$ cat src/rtl/hybrid_fill_selector.sv
module hybrid_fill_selector #(
  parameter int          NUM_WAYS     = 16,
  parameter int          FAST_WAYS    = 4,
  parameter int          CORE_W       = 2,
  parameter int          RANK_W       = 4,
  parameter logic [15:0] LFSR_SEED    = 16'hACE1,
  parameter int          SWITCH_LIMIT = 1311
) (
  input  logic                       clk,
  input  logic                       rst_n,
  input  logic                       req_valid,
  output logic                       req_ready,
  input  logic [CORE_W-1:0]          req_core,
  input  logic                       req_is_store,
  input  logic                       switch_en,
  input  logic [$clog2(NUM_WAYS+1)-1:0] quota,
  input  logic [NUM_WAYS-1:0]        way_valid,
  input  logic [NUM_WAYS*CORE_W-1:0] way_owner,
  input  logic [NUM_WAYS*RANK_W-1:0] way_rank,
  output logic                       rsp_valid,
  output logic                       rsp_fast,
  output logic [$clog2(NUM_WAYS)-1:0] rsp_way,
  output logic                       rsp_switched
);
  localparam int WAY_W = $clog2(NUM_WAYS);
  localparam int CNT_W = $clog2(NUM_WAYS+1);

  logic [NUM_WAYS-1:0] own, fast_m, region, group, hole, cand;
  logic [CNT_W-1:0]    ns, nm, room;
  logic [15:0]         lfsr;
  logic                accept, switch_hit, eff_store, use_fast;
  logic [WAY_W-1:0]    pick;

  for (genvar i = 0; i < NUM_WAYS; i++) begin : g_way
    assign own[i]    = way_valid[i] && (way_owner[i*CORE_W +: CORE_W] == req_core);
    assign fast_m[i] = (i < FAST_WAYS);
  end

  assign accept     = req_valid && req_ready;
  assign ns         = CNT_W'($countones(own & fast_m));
  assign nm         = CNT_W'($countones(own & ~fast_m));
  assign switch_hit = switch_en && (lfsr < 16'(SWITCH_LIMIT));
  assign eff_store  = req_is_store ^ switch_hit;
  assign use_fast   = eff_store || (ns >= quota);
  assign room       = quota - ns;
  assign region     = use_fast ? fast_m : ~fast_m;
  assign hole       = region & ~way_valid;

  always_comb begin
    if (use_fast)        group = (ns >= quota) ? (own & fast_m) : fast_m;
    else if (nm >= room) group = own & ~fast_m;
    else                 group = way_valid & ~own & ~fast_m;
    cand = (|group) ? group : region;
  end

  always_comb begin
    logic             found;
    logic [RANK_W-1:0] best;
    pick  = '0;
    found = 1'b0;
    best  = '0;
    if (|hole) begin
      for (int i = 0; i < NUM_WAYS; i++)
        if (hole[i] && !found) begin
          pick  = WAY_W'(i);
          found = 1'b1;
        end
    end else begin
      for (int i = 0; i < NUM_WAYS; i++)
        if (cand[i] && (!found || way_rank[i*RANK_W +: RANK_W] > best)) begin
          pick  = WAY_W'(i);
          best  = way_rank[i*RANK_W +: RANK_W];
          found = 1'b1;
        end
    end
  end

  always_ff @(posedge clk or negedge rst_n) begin
    if (!rst_n) begin
      req_ready    <= 1'b0;
      rsp_valid    <= 1'b0;
      rsp_fast     <= 1'b0;
      rsp_way      <= '0;
      rsp_switched <= 1'b0;
      lfsr         <= LFSR_SEED;
    end else begin
      req_ready <= 1'b1;
      rsp_valid <= accept;
      if (accept) begin
        rsp_fast     <= use_fast;
        rsp_way      <= pick;
        rsp_switched <= switch_hit;
        lfsr         <= {lfsr[14:0], lfsr[15] ^ lfsr[13] ^ lfsr[12] ^ lfsr[10]};
      end
    end
  end

  AST_RESP_FOLLOWS: assert property (@(posedge clk) disable iff (!rst_n)
    accept |=> rsp_valid);
  AST_NO_SPURIOUS: assert property (@(posedge clk) disable iff (!rst_n)
    !accept |=> !rsp_valid);
  AST_WAY_IN_REGION: assert property (@(posedge clk) disable iff (!rst_n)
    rsp_valid |-> (rsp_fast == (rsp_way < WAY_W'(FAST_WAYS))));
  AST_STORE_FAST: assert property (@(posedge clk) disable iff (!rst_n)
    (accept && req_is_store && !switch_en) |=> rsp_fast);
  AST_OVER_QUOTA_FAST: assert property (@(posedge clk) disable iff (!rst_n)
    (accept && ns >= quota) |=> rsp_fast);
  AST_SWITCH_OFF: assert property (@(posedge clk) disable iff (!rst_n)
    (accept && !switch_en) |=> !rsp_switched);
  AST_SWITCH_ABOVE_LIMIT: assert property (@(posedge clk) disable iff (!rst_n)
    (accept && lfsr >= 16'(SWITCH_LIMIT)) |=> !rsp_switched);
endmodule

$ cat config.mk
export PLATFORM = sky130hd
export DESIGN_NAME = hybrid_fill_selector
export DESIGN_NICKNAME = d
export VERILOG_FILES = /design/src/rtl/hybrid_fill_selector.sv
export SDC_FILE = /design/constraint.sdc
export NUM_CORES = 1
export LEC_CHECK = 0
export ABC_AREA = 0
export BUFFER_PORTS_ARGS = -buffer_cell sky130_fd_sc_hd__buf_2
export CAP_MARGIN = 20
export CELL_PAD_IN_SITES_DETAIL_PLACEMENT = 1
export CELL_PAD_IN_SITES_GLOBAL_PLACEMENT = 2
export CORE_MARGIN = 5
export CORE_UTILIZATION = 32
export DETAILED_ROUTE_END_ITERATION = 8
export GPL_ROUTABILITY_DRIVEN = 0
export GPL_TIMING_DRIVEN = 0
export PLACE_DENSITY_LB_ADDON = 0.08
export SYNTH_ARGS = -nofsm -noshare
export SYNTH_HDL_FRONTEND = slang
export SYNTH_SLANG_ARGS = --single-unit
$ cat constraint.sdc
create_clock -name clk -period 28.6 [get_ports clk]
set_input_delay 5.72 -clock clk [delete_from_list [all_inputs] [get_ports clk]]
set_output_delay 5.72 -clock clk [all_outputs]
set_load 0.1 [all_outputs]
==> Flow_metrics.wiki, run 1 <==
{| class="wikitable"
! Metric !! Value
|-
| Endpoint type of the worst setup path || flop
|-
| # H-tree levels || 1
|-
| Total iterations of the first detailed-routing run || 4
|-
| Number of maximum-capacitance constraint violations || 0
|-
| Post-Syn Area || around 0.0057 mm^2
|-
| Most used flip-flop cell after synthesis || dfrtp_1
|-
| Number of buffers added by the clock tree synthesis step || 3
|-
| Pwr Total || about 700 uW
|-
| Cells after Synth || about 750
|-
| Crit Path Category || in2reg
|-
| Antenna violations before repair || 0
|-
| Register bit count reported by yosys || 24
|-
| IO buf count || roughly 130
|-
| Number of distinct library cells after synthesis || 85
|-
| Most frequent cell after synthesis || nand2_1
|-
| DRC || 0
|-
| Effective utilization at floorplan || 32.7%
|-
| Worst setup slack after layout || -1.39 ns
|-
| Initial DRC Count || ~200
|-
| Data arrival at the endpoint of the critical path || a little over 30 ns
|-
| Fill cell total of the finished layout || 2085
|-
| Cell type with the highest aggregate area in the netlist || ha_1
|-
| Clock-pin slew reported for the worst setup and hold paths after clock tree synthesis || 0.07 ns
|-
| Via count normalized by instance count || 5.55
|-
| Total number of clock tree sinks || 24
|-
| Global-route wire length before repair || roughly 37000 um
|-
| Actual transition at the worst max-transition pin || between 0.8 and 0.9 ns
|-
| Peak ir drop on the vdd network || ~0.051 mV
|-
| Most numerous cell types in the synthesized netlist || nand2_1 (79), inv_1 (69), ha_1 (61)
|-
| Delay of the slowest cell on the worst path || 0.56 ns
|-
| Largest clock skew in the final design || around 0.0036 ns
|-
| Leading post-synthesis cells by cell area || ha_1 (13%), dfrtp_1 (7.1%), mux2_2 (5.8%)
|-
| Power density over the cells || 81.9 mW/mm^2
|-
| Final wirelength || 23400 um
|-
| Slew HR || 43.9%
|-
| Final HPWL DP || 18200 um
|-
| Dominant cell type by count on the critical path || a21oi_2
|-
| Site Rows || 48
|-
| Critical path peak fanout || 7
|-
| Post-synthesis net count || 940
|-
| Number of nets in the layout || about 1200
|-
| Buffer levels on the longest clock path || 2
|-
| Via total after detailed routing || 6749
|-
| Gr usage total || between 20% and 30%
|-
| Pins over their slew limit || 0
|-
| Via count of the first global-routing pass || about 7300
|-
| Count of flip-flops with a built-in enable after synthesis || 0
|-
| Max Clock Freq || 33.3 MHz
|-
| Post-route antenna net violation count || 0
|-
| TritonCTS clock tree || yes
|-
| Buffer cell driving the clock tree root || clkbuf_16
|-
| Placed Cells incl. Taps || 1100
|-
| Area inside the core boundary || approximately 0.017 mm^2
|-
| Number of hold-slack violations in the final timing report || 0
|-
| Die ar. || roughly 0.02 mm^2
|-
| Share of the synthesized area in the top cell type || between 10% and 20%
|-
| Synth warn || 0
|-
| Clock insertion delay at the later pin of the skew report || between 0.2 and 0.3 ns
|-
| Average instance area after synthesis || between 7 and 8 um^2
|-
| P_leak || ~0.0040 uW
|-
| Largest net degree at the start of global routing || 25
|-
| Sequential element share of the synthesized area || around 11%
|-
| Req. time, crit path || between 20 and 30 ns
|-
| Kind of path behind the tightest hold check || reg2reg
|-
| Result of the run || complete, but fails checks
|-
| Number of cells in the finished layout apart from fillers || about 1200
|-
| Die Width || approximately 140 um
|-
| Area delta synth->final || 53.1%
|-
| Per-cell routed wire length || about 19 um
|-
| Share of layout cells above drive strength 1 || a little under half
|-
| Y dimension of the die || 143 um
|-
| Gr ovfl total || 0
|-
| Failing checks || setup timing
|-
| Final setup viols || 4
|-
| Slowest stage cell, crit path || fa_1
|-
| Antenna cells || 0
|-
| Share of flip-flops with an asynchronous set or reset || 100%
|-
| Number of top-level pins || 132
|-
| Setup repair after global routing missed its margin || yes
|-
| Final worst-path cycle share || 105%
|-
| Clock period minus worst slack || between 20 and 30 ns
|-
| Startpoint type of the worst setup path || primary input
|}
cell type report:
| class | count | area (um^2) | area share, % |
|---|---|---|---|
| clock buffers | 3 | 75.1 | 0.864 |
| clock inverters | 1 | 30.0 | 0.345 |
| flip-flops and latches | 24 | 611 | 7.02 |
| multi-input cells | 635 | 5730 | 65.9 |
| repair buffers | 243 | 1530 | 17.5 |
| plain buffers | 14 | 165 | 1.90 |
| well taps | 225 | 282 | 3.24 |
| inverters | 70 | 275 | 3.17 |
logic make-up after synthesis:
kind of cell / share of synthesized area, %
AO/OA/AOI/OAI: 28.3
XOR/XNOR: 6.17
adder cells (fa/ha/maj): 17.0
buffers and inverters: 6.35
flip-flops: 10.8
multiplexers: 9.61
other: 0.0661
AND/OR/NAND/NOR: 21.8
timing repair:
| item | in CTS | in global routing |
|---|---|---|
| setup buffers | 87 | 29 |
| endpoints found under the setup margin | 4 | 4 |
| hold buffers | 0 | 0 |
| endpoints found under the hold margin | 0 | 0 |
| pin swaps | 93 | 102 |
| resized for setup | 87 | 69 |
placed cells by master, fill, tap and decap left out, drive strengths merged, types with 4 or more instances in the layout:
| cell type | synthesis | final |
|---|---|---|
| mux2 | 30 | 30 |
| a21oi | 55 | 55 |
| a21boi | 8 | 8 |
| o22ai | 4 | 4 |
| ha | 61 | 61 |
| a41oi | 4 | 4 |
| nor2b | 16 | 16 |
| nand3b | 4 | 4 |
| nand2b | 9 | 9 |
| xor2 | 18 | 18 |
| a31oi | 12 | 12 |
| a31o | 4 | 4 |
| o21ai | 55 | 55 |
| buf | 9 | 250 |
| nor2 | 40 | 40 |
| fa | 9 | 9 |
| a211oi | 9 | 9 |
| a221o | 5 | 5 |
| nand2 | 79 | 79 |
| or3 | 9 | 9 |
| xnor2 | 22 | 22 |
| dfstp | 8 | 8 |
| o21a | 10 | 10 |
| dfrtp | 16 | 16 |
| a211o | 4 | 4 |
| nand4 | 15 | 15 |
| o211a | 6 | 6 |
| mux2i | 20 | 20 |
| inv | 70 | 70 |
| o31ai | 9 | 9 |
| and2 | 11 | 11 |
| nand3 | 23 | 23 |
| and3 | 12 | 12 |
| a21o | 14 | 14 |
| clkbuf | 8 | 10 |
| nor3 | 11 | 11 |
sequential cells by signal, indices dropped and copies added, names as in the netlist:
| register | cells |
|---|---|
| lfsr | 16 |
| req_ready | 1 |
| rsp_fast | 1 |
| rsp_switched | 1 |
| rsp_valid | 1 |
| rsp_way | 4 |
report_power, final:
group	switching [uW]	internal (uW)	total, uW
Clock	13.4	27.9	41.2
Sequential	1.30	35.5	36.8
Combinational	320	314	634
critical path: cells and delay by family:
kind / cells / cell delay [ns]
AO/OA/AOI/OAI: 70 / 11.86
XOR/XNOR: 1 / 0.14
adder cells (fa/ha/maj): 19 / 5.29
buffers and inverters: 14 / 1.12
multiplexers: 7 / 2.06
AND/OR/NAND/NOR: 32 / 3.97
path summary, 6_finish.rpt:
| check | to | startpoint | cells after the start | slack [ns] |
|---|---|---|---|---|
| min | lfsr[0]$_DFFE_PN1P_ | lfsr[0]$_DFFE_PN1P_ | 2 | 0.51 |
| min in group asynchronous | rsp_valid$_DFF_PN0_ | rst_n | 1 | 5.44 |
| min reg2reg | lfsr[0]$_DFFE_PN1P_ | lfsr[0]$_DFFE_PN1P_ | 2 | 0.51 |
| max in group asynchronous | lfsr[0]$_DFFE_PN1P_ | rst_n | 1 | 22.78 |
| max reg2reg | rsp_way[0]$_DFFE_PN0P_ | lfsr[7]$_DFFE_PN1P_ | 132 | 5.29 |
| max | rsp_way[0]$_DFFE_PN0P_ | req_core[1] | 143 | -1.39 |
per-stage QoR:
| step | util (%) | TNS [ns] | instance area, um^2 | hold slack (ns) | setup slack (ns) |
|---|---|---|---|---|---|
| 6_report | 50.1 | -5.20 | 8690 | 0.506 | -1.39 |
| 2_1_floorplan | - | -0.429 | 6120 | 0.470 | -0.211 |
| 4_1_cts | 47.4 | -4.80 | 8230 | 0.507 | -1.28 |
| 5_1_grt | 50.1 | -10.09 | 8690 | 0.541 | -2.61 |
| 3_3_place_gp | 40.6 | -13.48 | 7050 | 0.487 | -3.50 |
| 3_5_place_dp | 40.6 | -15.53 | 7050 | 0.495 | -4.03 |
layer usage:
layer	up-vias	part of all wire [%]	global-route usage, %
met1	3370	43	27.2
met3	19	2.8	1.71
met2	116	53	41.6
li1	3244	-	-
met4	0	1.1	2.85
met5	-	0	0
Power figures use the tool's default switching activity.
==> run 2, diff against run 1 <==
Settings changed: CTS_BUF_LIST set to sky130_fd_sc_hd__clkbuf_8, SLEW_MARGIN set to 20.
==> run 2 against run 1 <==
The run still ends with setup timing left; power is 1.5% lower; utilization is 0.19 points lower; non-clock buffer count stayed put; first-iteration DRC count is 29% lower; setup slack worse by 0.0097 ns; sequential power hardly changed; largest power group unchanged; highest routed layer unchanged.
==> Flow_metrics.wiki, run 2 (same netlist as run 1, synthesis figures left out) <==
{| class="wikitable"
! Metric !! Value
|-
| Result of the run || complete, but fails checks
|-
| Failing checks || setup timing
|-
| Share of layout cells above drive strength 1 || 48.0% (unchanged)
|-
| Number of nets in the layout || 1185 (unchanged)
|-
| Buffer levels on the longest clock path || 2 (unchanged)
|-
| Setup repair after global routing missed its margin || yes
|-
| Via count normalized by instance count || 5.55 (about the same)
|-
| Final worst-path cycle share || 105% (about the same)
|-
| Power density over the cells || 81.0 mW/mm^2 (-1.1%)
|-
| DRC || 0 (unchanged)
|-
| Via total after detailed routing || 6743 (-0.089%)
|-
| Final wirelength || 23400 um (-0.27%)
|-
| R2r worst-path depth || 134 (+1.5%)
|-
| Dominant cell type by count on the critical path || a21oi_2
|-
| Reg-to-reg slack, setup || 5.27 ns (-0.02 ns)
|-
| Final Instance Area || 0.00866 mm^2 (-0.39%)
|-
| Gr ovfl total || 0 (unchanged)
|-
| Largest registers ranked by flip-flop count || lfsr (16), rsp_way (4)
|-
| Startpoint type of the worst setup path || primary input
|-
| Y dimension of the die || 143 um (unchanged)
|-
| TritonCTS clock tree || yes
|-
| Kind of path behind the tightest hold check || reg2reg
|-
| Die ar. || 0.0205 mm^2 (unchanged)
|-
| Number of stages on the worst hold path || 2 (unchanged)
|-
| Area delta synth->final || 52.5%
|-
| Number of maximum-capacitance constraint violations || 0 (unchanged)
|-
| Slowest stage cell, crit path || fa_1
|-
| Die Width || 143 um (unchanged)
|-
| Critical path peak fanout || 7 (unchanged)
|-
| Endpoint type of the worst setup path || flop
|-
| Clock-pin slew reported for the worst setup and hold paths after clock tree synthesis || 0.10 ns (+0.03 ns)
|-
| Data arrival at the endpoint of the critical path || 30.21 ns (+0.03 ns)
|-
| Pins over their slew limit || 0 (unchanged)
|-
| Worst slack on hold paths || 0.508 ns (+0.00166 ns)
|-
| Number of cells in the finished layout apart from fillers || 1215 (unchanged)
|-
| Per-cell routed wire length || 19.2 um (-0.27%)
|-
| Number of buffers added by the clock tree synthesis step || 3 (unchanged)
|-
| Final HPWL DP || 18200 um (unchanged)
|-
| Area inside the core boundary || 0.0174 mm^2 (unchanged)
|-
| Global-route wire length before repair || 36400 um (-0.23%)
|-
| Initial DRC Count || 139 (-29%)
|-
| Pwr Total || 702 uW (-1.5%)
|-
| Placed Area || 0.00705 mm^2 (unchanged)
|-
| Post-cts hold buffer count || 0 (unchanged)
|-
| IO buf count || 129 (unchanged)
|-
| Commonest cells after routing, fill and taps aside || buf_2 (129), buf_4 (110), nand2_1 (66)
|-
| Site Rows || 48 (unchanged)
|-
| Largest register FFs || 16 (unchanged)
|-
| Clock period minus worst slack || 30.00 ns (+0.00973 ns)
|-
| Fill cell total of the finished layout || 2083 (-0.096%)
|-
| Via count of the first global-routing pass || 7272 (-0.21%)
|-
| Worst r2r src || lfsr[7]$_DFFE_PN1P_
|-
| Most common cell after layout, fill and taps aside || buf_2
|-
| P_leak || 0.00397 uW (-0.39%)
|-
| # H-tree levels || 1 (unchanged)
|-
| Number of buffers and inverters on the critical path || 16 (+2)
|-
| Peak ir drop on the vdd network || 0.0512 mV (about the same)
|-
| Effective utilization at floorplan || 32.7% (unchanged)
|-
| Gr usage total || 21.7% (-0.042 points)
|-
| Delay of the slowest cell on the worst path || 0.56 ns (about the same)
|-
| Crit Path Category || in2reg
|-
| Slew HR || 44.5% (+0.53 points)
|-
| Total iterations of the first detailed-routing run || 4 (unchanged)
|-
| Worst setup slack after layout || -1.40 ns (-0.00973 ns)
|-
| Post-route antenna net violation count || 0 (unchanged)
|-
| Antenna cells || 0 (unchanged)
|-
| Endpoint of the worst hold-timing path || lfsr[0]$_DFFE_PN1P_
|-
| Cell family with the largest share of critical-path delay || compound AO/OA/AOI/OAI gates
|-
| Placed Cells incl. Taps || 1100 (unchanged)
|-
| Largest clock skew in the final design || 0.00578 ns (+0.00218 ns)
|-
| Total number of clock tree sinks || 24 (unchanged)
|-
| Final core area utilization || 49.9% (-0.19 points)
|-
| Actual transition at the worst max-transition pin || 0.826 ns (-0.00791 ns)
|-
| Max Clock Freq || 33.3 MHz (about the same)
|-
| Reg with most FFs || lfsr
|-
| Number of hold-slack violations in the final timing report || 0 (unchanged)
|-
| Buffer cell driving the clock tree root || clkbuf_8
|-
| Endpoint of the most critical register-to-register path || rsp_way[0]$_DFFE_PN0P_
|-
| Final setup viols || 4 (unchanged)
|-
| Clock insertion delay at the later pin of the skew report || 0.28 ns (+0.02 ns)
|-
| Req. time, crit path || 28.81 ns (+0.02 ns)
|-
| Largest net degree at the start of global routing || 25 (unchanged)
|-
| Number of top-level pins || 132 (unchanged)
|-
| HP Start || lfsr[0]$_DFFE_PN1P_
|-
| Antenna violations before repair || 0 (unchanged)
|}
run 2: report_power, final:
group	internal, uW	switching, uW	leakage [uW]
clock network	18.7	12.2	0.0000357
registers	35.5	1.31	0.000292
logic	314	320	0.00364
run 2: final cells by class:
class / instances / area, um^2 / share of cell area (%)
Multi-Input combinational cell: 635 / 5730 / 66.2
Timing Repair Buffer: 243 / 1530 / 17.6
Sequential cell: 24 / 611 / 7.05
Tap cell: 225 / 282 / 3.25
Inverter: 70 / 275 / 3.18
Buffer: 14 / 165 / 1.91
Clock buffer: 3 / 41.3 / 0.477
Clock inverter: 1 / 30.0 / 0.347
run 2: how the worst max path moves through the flow:
stage	cells after the start	slack, ns	startpoint	endpoint
after floorplan	145	-0.21	req_core[1]	rsp_way[0]$_DFFE_PN0P_
after global placement	144	-3.50	req_core[0]	rsp_way[0]$_DFFE_PN0P_
after detailed placement	145	-4.03	req_core[0]	rsp_way[0]$_DFFE_PN0P_
after CTS	142	-1.25	req_core[0]	rsp_way[0]$_DFFE_PN0P_
after global routing	147	-2.59	req_core[1]	rsp_way[0]$_DFFE_PN0P_
final	145	-1.40	req_core[1]	rsp_way[0]$_DFFE_PN0P_
run 2: per-stage QoR:
stage | worst slack (ns) | setup TNS, ns
floorplan | -0.211 | -0.429
global placement | -3.50 | -13.48
detailed placement | -4.03 | -15.53
CTS | -1.25 | -4.71
global route | -2.59 | -9.99
finish | -1.40 | -5.22
run 2: metal layers:
layer	vias to the layer above	global-route usage (%)	wire [um]
li1	3241	-	-
met1	3368	27.2	10100
met2	118	41.6	12400
met3	16	1.71	658
met4	0	2.75	211
met5	-	0	0
run 2: tightest hold or removal path, cell delays in order (launching register included):
cell	delay, ns
dfstp_2	0.39
nand2_1	0.05
o21ai_0	0.07
run 2: what timing repair did:
| item | CTS | global route |
|---|---|---|
| endpoints found under the setup margin | 4 | 4 |
| gates resized for setup | 87 | 69 |
| pin swaps | 93 | 102 |
| buffers inserted | 87 | 29 |
==> run 3, diff against run 2 <==
Settings changed: CORE_MARGIN 5 to unset.
==> run 3 against run 2 <==
The flow still finishes with violations (setup timing); critical endpoint unchanged; count of clock-buffer cells in the layout unchanged; sequential share of layout area hardly changed; critical path depth is 1 higher; critical path type unchanged.
==> Flow_metrics.wiki, run 3 (same netlist as run 1, synthesis figures left out) <==
{| class="wikitable"
! Metric !! Value
|-
| Result of the run || complete, but fails checks
|-
| Effective utilization at floorplan || 32.8% (+0.11 points)
|-
| Clock-pin slew reported for the worst setup and hold paths after clock tree synthesis || 0.09 ns (about the same)
|-
| HP Start || lfsr[0]$_DFFE_PN1P_
|-
| Endpoint of the most critical register-to-register path || rsp_way[0]$_DFFE_PN0P_
|-
| Endpoint type of the worst setup path || flop
|-
| Total number of clock tree sinks || 24 (unchanged)
|-
| Kind of path behind the tightest hold check || reg2reg
|-
| Switching fraction of total power || 48.4% (+0.87 points)
|-
| Critical path peak fanout || 7 (unchanged)
|-
| Worst Setup SP || req_core[0]
|-
| Final wirelength || 22900 um (-2.1%)
|-
| # H-tree levels || 1 (unchanged)
|-
| Area inside the core boundary || 0.0173 mm^2 (-0.35%)
|-
| Internal Dissipation || 356 uW (-3.4%)
|-
| Cell family with the largest share of critical-path delay || compound AO/OA/AOI/OAI gates
|-
| Setup repair after global routing missed its margin || yes
|-
| Critical path capture point || rsp_way[0]$_DFFE_PN0P_
|-
| Actual transition at the worst max-transition pin || 0.847 ns (+0.0203 ns)
|-
| Antenna cells || 0 (unchanged)
|-
| Failing checks || setup timing
|-
| Via count normalized by instance count || 5.50 (-0.96%)
|-
| TritonCTS clock tree || yes
|-
| DRC || 0 (unchanged)
|-
| Final HPWL DP || 17900 um (-1.5%)
|-
| Post-route antenna net violation count || 0 (unchanged)
|-
| R2r worst-path depth || 136 (+1.5%)
|-
| Area delta synth->final || 52.0%
|-
| Number of buffers and inverters on the critical path || 15 (-1)
|-
| Final setup viols || 4 (unchanged)
|-
| Number of top-level pins || 132 (unchanged)
|-
| Worst r2r src || lfsr[7]$_DFFE_PN1P_
|-
| Total number of cells along the worst setup path || 146 (+0.69%)
|-
| Die ar. || 0.0183 mm^2 (-11%)
|-
| Via count of the first global-routing pass || 7184 (-1.2%)
|-
| Final core area utilization || 49.9% (about the same)
|-
| Y dimension of the die || 135 um (-5.6%)
|-
| Via total after detailed routing || 6645 (-1.5%)
|-
| Sequential share of power || 5.4% (+0.2 points)
|-
| Number of maximum-capacitance constraint violations || 0 (unchanged)
|-
| Placed Cells incl. Taps || 1100 (unchanged)
|-
| Slowest stage cell, crit path || fa_1
|-
| Gr usage total || 24.7% (+2.9 points)
|-
| Most common cell after layout, fill and taps aside || buf_2
|-
| IO buf count || 129 (unchanged)
|-
| P_leak || 0.00396 uW (-0.38%)
|-
| Worst setup slack after layout || -1.50 ns (-0.0968 ns)
|-
| Number of hold-slack violations in the final timing report || 0 (unchanged)
|-
| Crit Path Category || in2reg
|-
| Pins over their slew limit || 0 (unchanged)
|-
| Peak ir drop on the vdd network || 0.0462 mV (-9.8%)
|-
| Number of nets in the layout || 1179 (-0.51%)
|-
| Delay of the slowest cell on the worst path || 0.55 ns (about the same)
|-
| Largest registers ranked by flip-flop count || lfsr (16), rsp_way (4)
|-
| Number of buffers added by the clock tree synthesis step || 3 (unchanged)
|-
| Share of layout cells above drive strength 1 || 47.0% (-1.0 points)
|-
| Commonest cells after routing, fill and taps aside || buf_2 (129), buf_4 (105), nand2_1 (66)
|-
| Buffer levels on the longest clock path || 2 (unchanged)
|-
| Clock period minus worst slack || 30.10 ns (+0.0968 ns)
|-
| Part of the power in the clock network || 4.4% (about the same)
|-
| Gr ovfl total || 0 (unchanged)
|-
| Clock insertion delay at the later pin of the skew report || 0.27 ns (about the same)
|-
| Reg with most FFs || lfsr
|-
| Antenna violations before repair || 0 (unchanged)
|-
| Site Rows || 48 (unchanged)
|-
| Total iterations of the first detailed-routing run || 4 (unchanged)
|-
| Max Clock Freq || 33.2 MHz (-0.32%)
|-
| Initial DRC Count || 165 (+19%)
|-
| Per-cell routed wire length || 18.9 um (-1.6%)
|-
| Reg-to-reg slack, setup || 5.15 ns (-0.12 ns)
|-
| Data arrival at the endpoint of the critical path || 30.30 ns (+0.09 ns)
|-
| Combinational cell fraction of total power || 90.3% (about the same)
|-
| Number of cells in the finished layout apart from fillers || 1209 (-0.49%)
|-
| Largest clock skew in the final design || 0.00547 ns (-0.000312 ns)
|-
| Largest register FFs || 16 (unchanged)
|-
| Dominant cell type by count on the critical path || a21oi_2
|-
| Power density over the cells || 79.9 mW/mm^2 (-1.4%)
|-
| Largest net degree at the start of global routing || 25 (unchanged)
|-
| Final worst-path cycle share || 105% (+0.34 points)
|-
| Pwr Total || 689 uW (-1.8%)
|-
| Die Width || 135 um (-5.6%)
|-
| Global-route wire length before repair || 36200 um (-0.68%)
|-
| Startpoint type of the worst setup path || primary input
|-
| Slew HR || 43.3% (-1.1 points)
|-
| Req. time, crit path || 28.80 ns (about the same)
|-
| Buffer cell driving the clock tree root || clkbuf_8
|-
| Switching power || 333 uW (about the same)
|}
## run 3: power by group through the flow
stage	sequential, uW	clock, uW	combinational, uW
after global routing	37.1	32.2	678
after floorplan	48.2	0	324
after global placement	37.5	0	424
after detailed placement	37.5	0	440
final	37.0	30.1	622
after CTS	36.9	30.6	549
## run 3: worst min-delay path by stage
stage / end / slack [ns] / cells after the start
after global routing: lfsr[0]$_DFFE_PN1P_ / 0.54 / 2
after global placement: lfsr[0]$_DFFE_PN1P_ / 0.49 / 2
after CTS: lfsr[0]$_DFFE_PN1P_ / 0.52 / 2
after detailed placement: lfsr[0]$_DFFE_PN1P_ / 0.51 / 2
after floorplan: lfsr[0]$_DFFE_PN1P_ / 0.47 / 2
final: lfsr[0]$_DFFE_PN1P_ / 0.52 / 2
## run 3: area by class of cell
cell class                 instances  area, um^2
buffer                            14         165
clock buffer                       3        41.3
clock inverter                     1        30.0
fill                            2109        8670
inverter                          70         273
multi-input combinational        635        5760
sequential                        24         611
tap                              225         282
timing repair buffer             237        1470
## run 3: repair_timing
action / CTS / global route
pin swaps: 105 / 101
hold buffers: 0 / 0
endpoints found under the setup margin: 4 / 4
gates resized for setup: 83 / 73
setup buffers: 79 / 29
## run 3: per-stage QoR
stage	TNS [ns]	cell area, um^2	hold slack [ns]	setup WS (ns)
finish	-5.68	8630	0.515	-1.50
global placement	-13.39	7050	0.485	-3.48
floorplan	-0.429	6120	0.470	-0.211
global route	-10.47	8630	0.539	-2.68
detailed placement	-15.85	7050	0.510	-4.08
CTS	-4.95	8120	0.523	-1.33
## run 3: metal layers
metal  share of wire, %  track usage [%]  wire length, um
met1                 43             29.8             9930
met5                  0                0                0
met4                1.3             2.62              289
met2                 53             48.5            12100
met3                2.6             1.57              595
## run 3: worst reg2reg max path, delay by kind of cell, from the launching register on
kind	cells	cell delay [ns]
buffers and inverters	11	1.05
AO/OA/AOI/OAI	69	11.23
adder cells (fa/ha/maj)	15	4.02
multiplexers	8	2.32
AND/OR/NAND/NOR	33	4.36
flip-flops	1	0.38
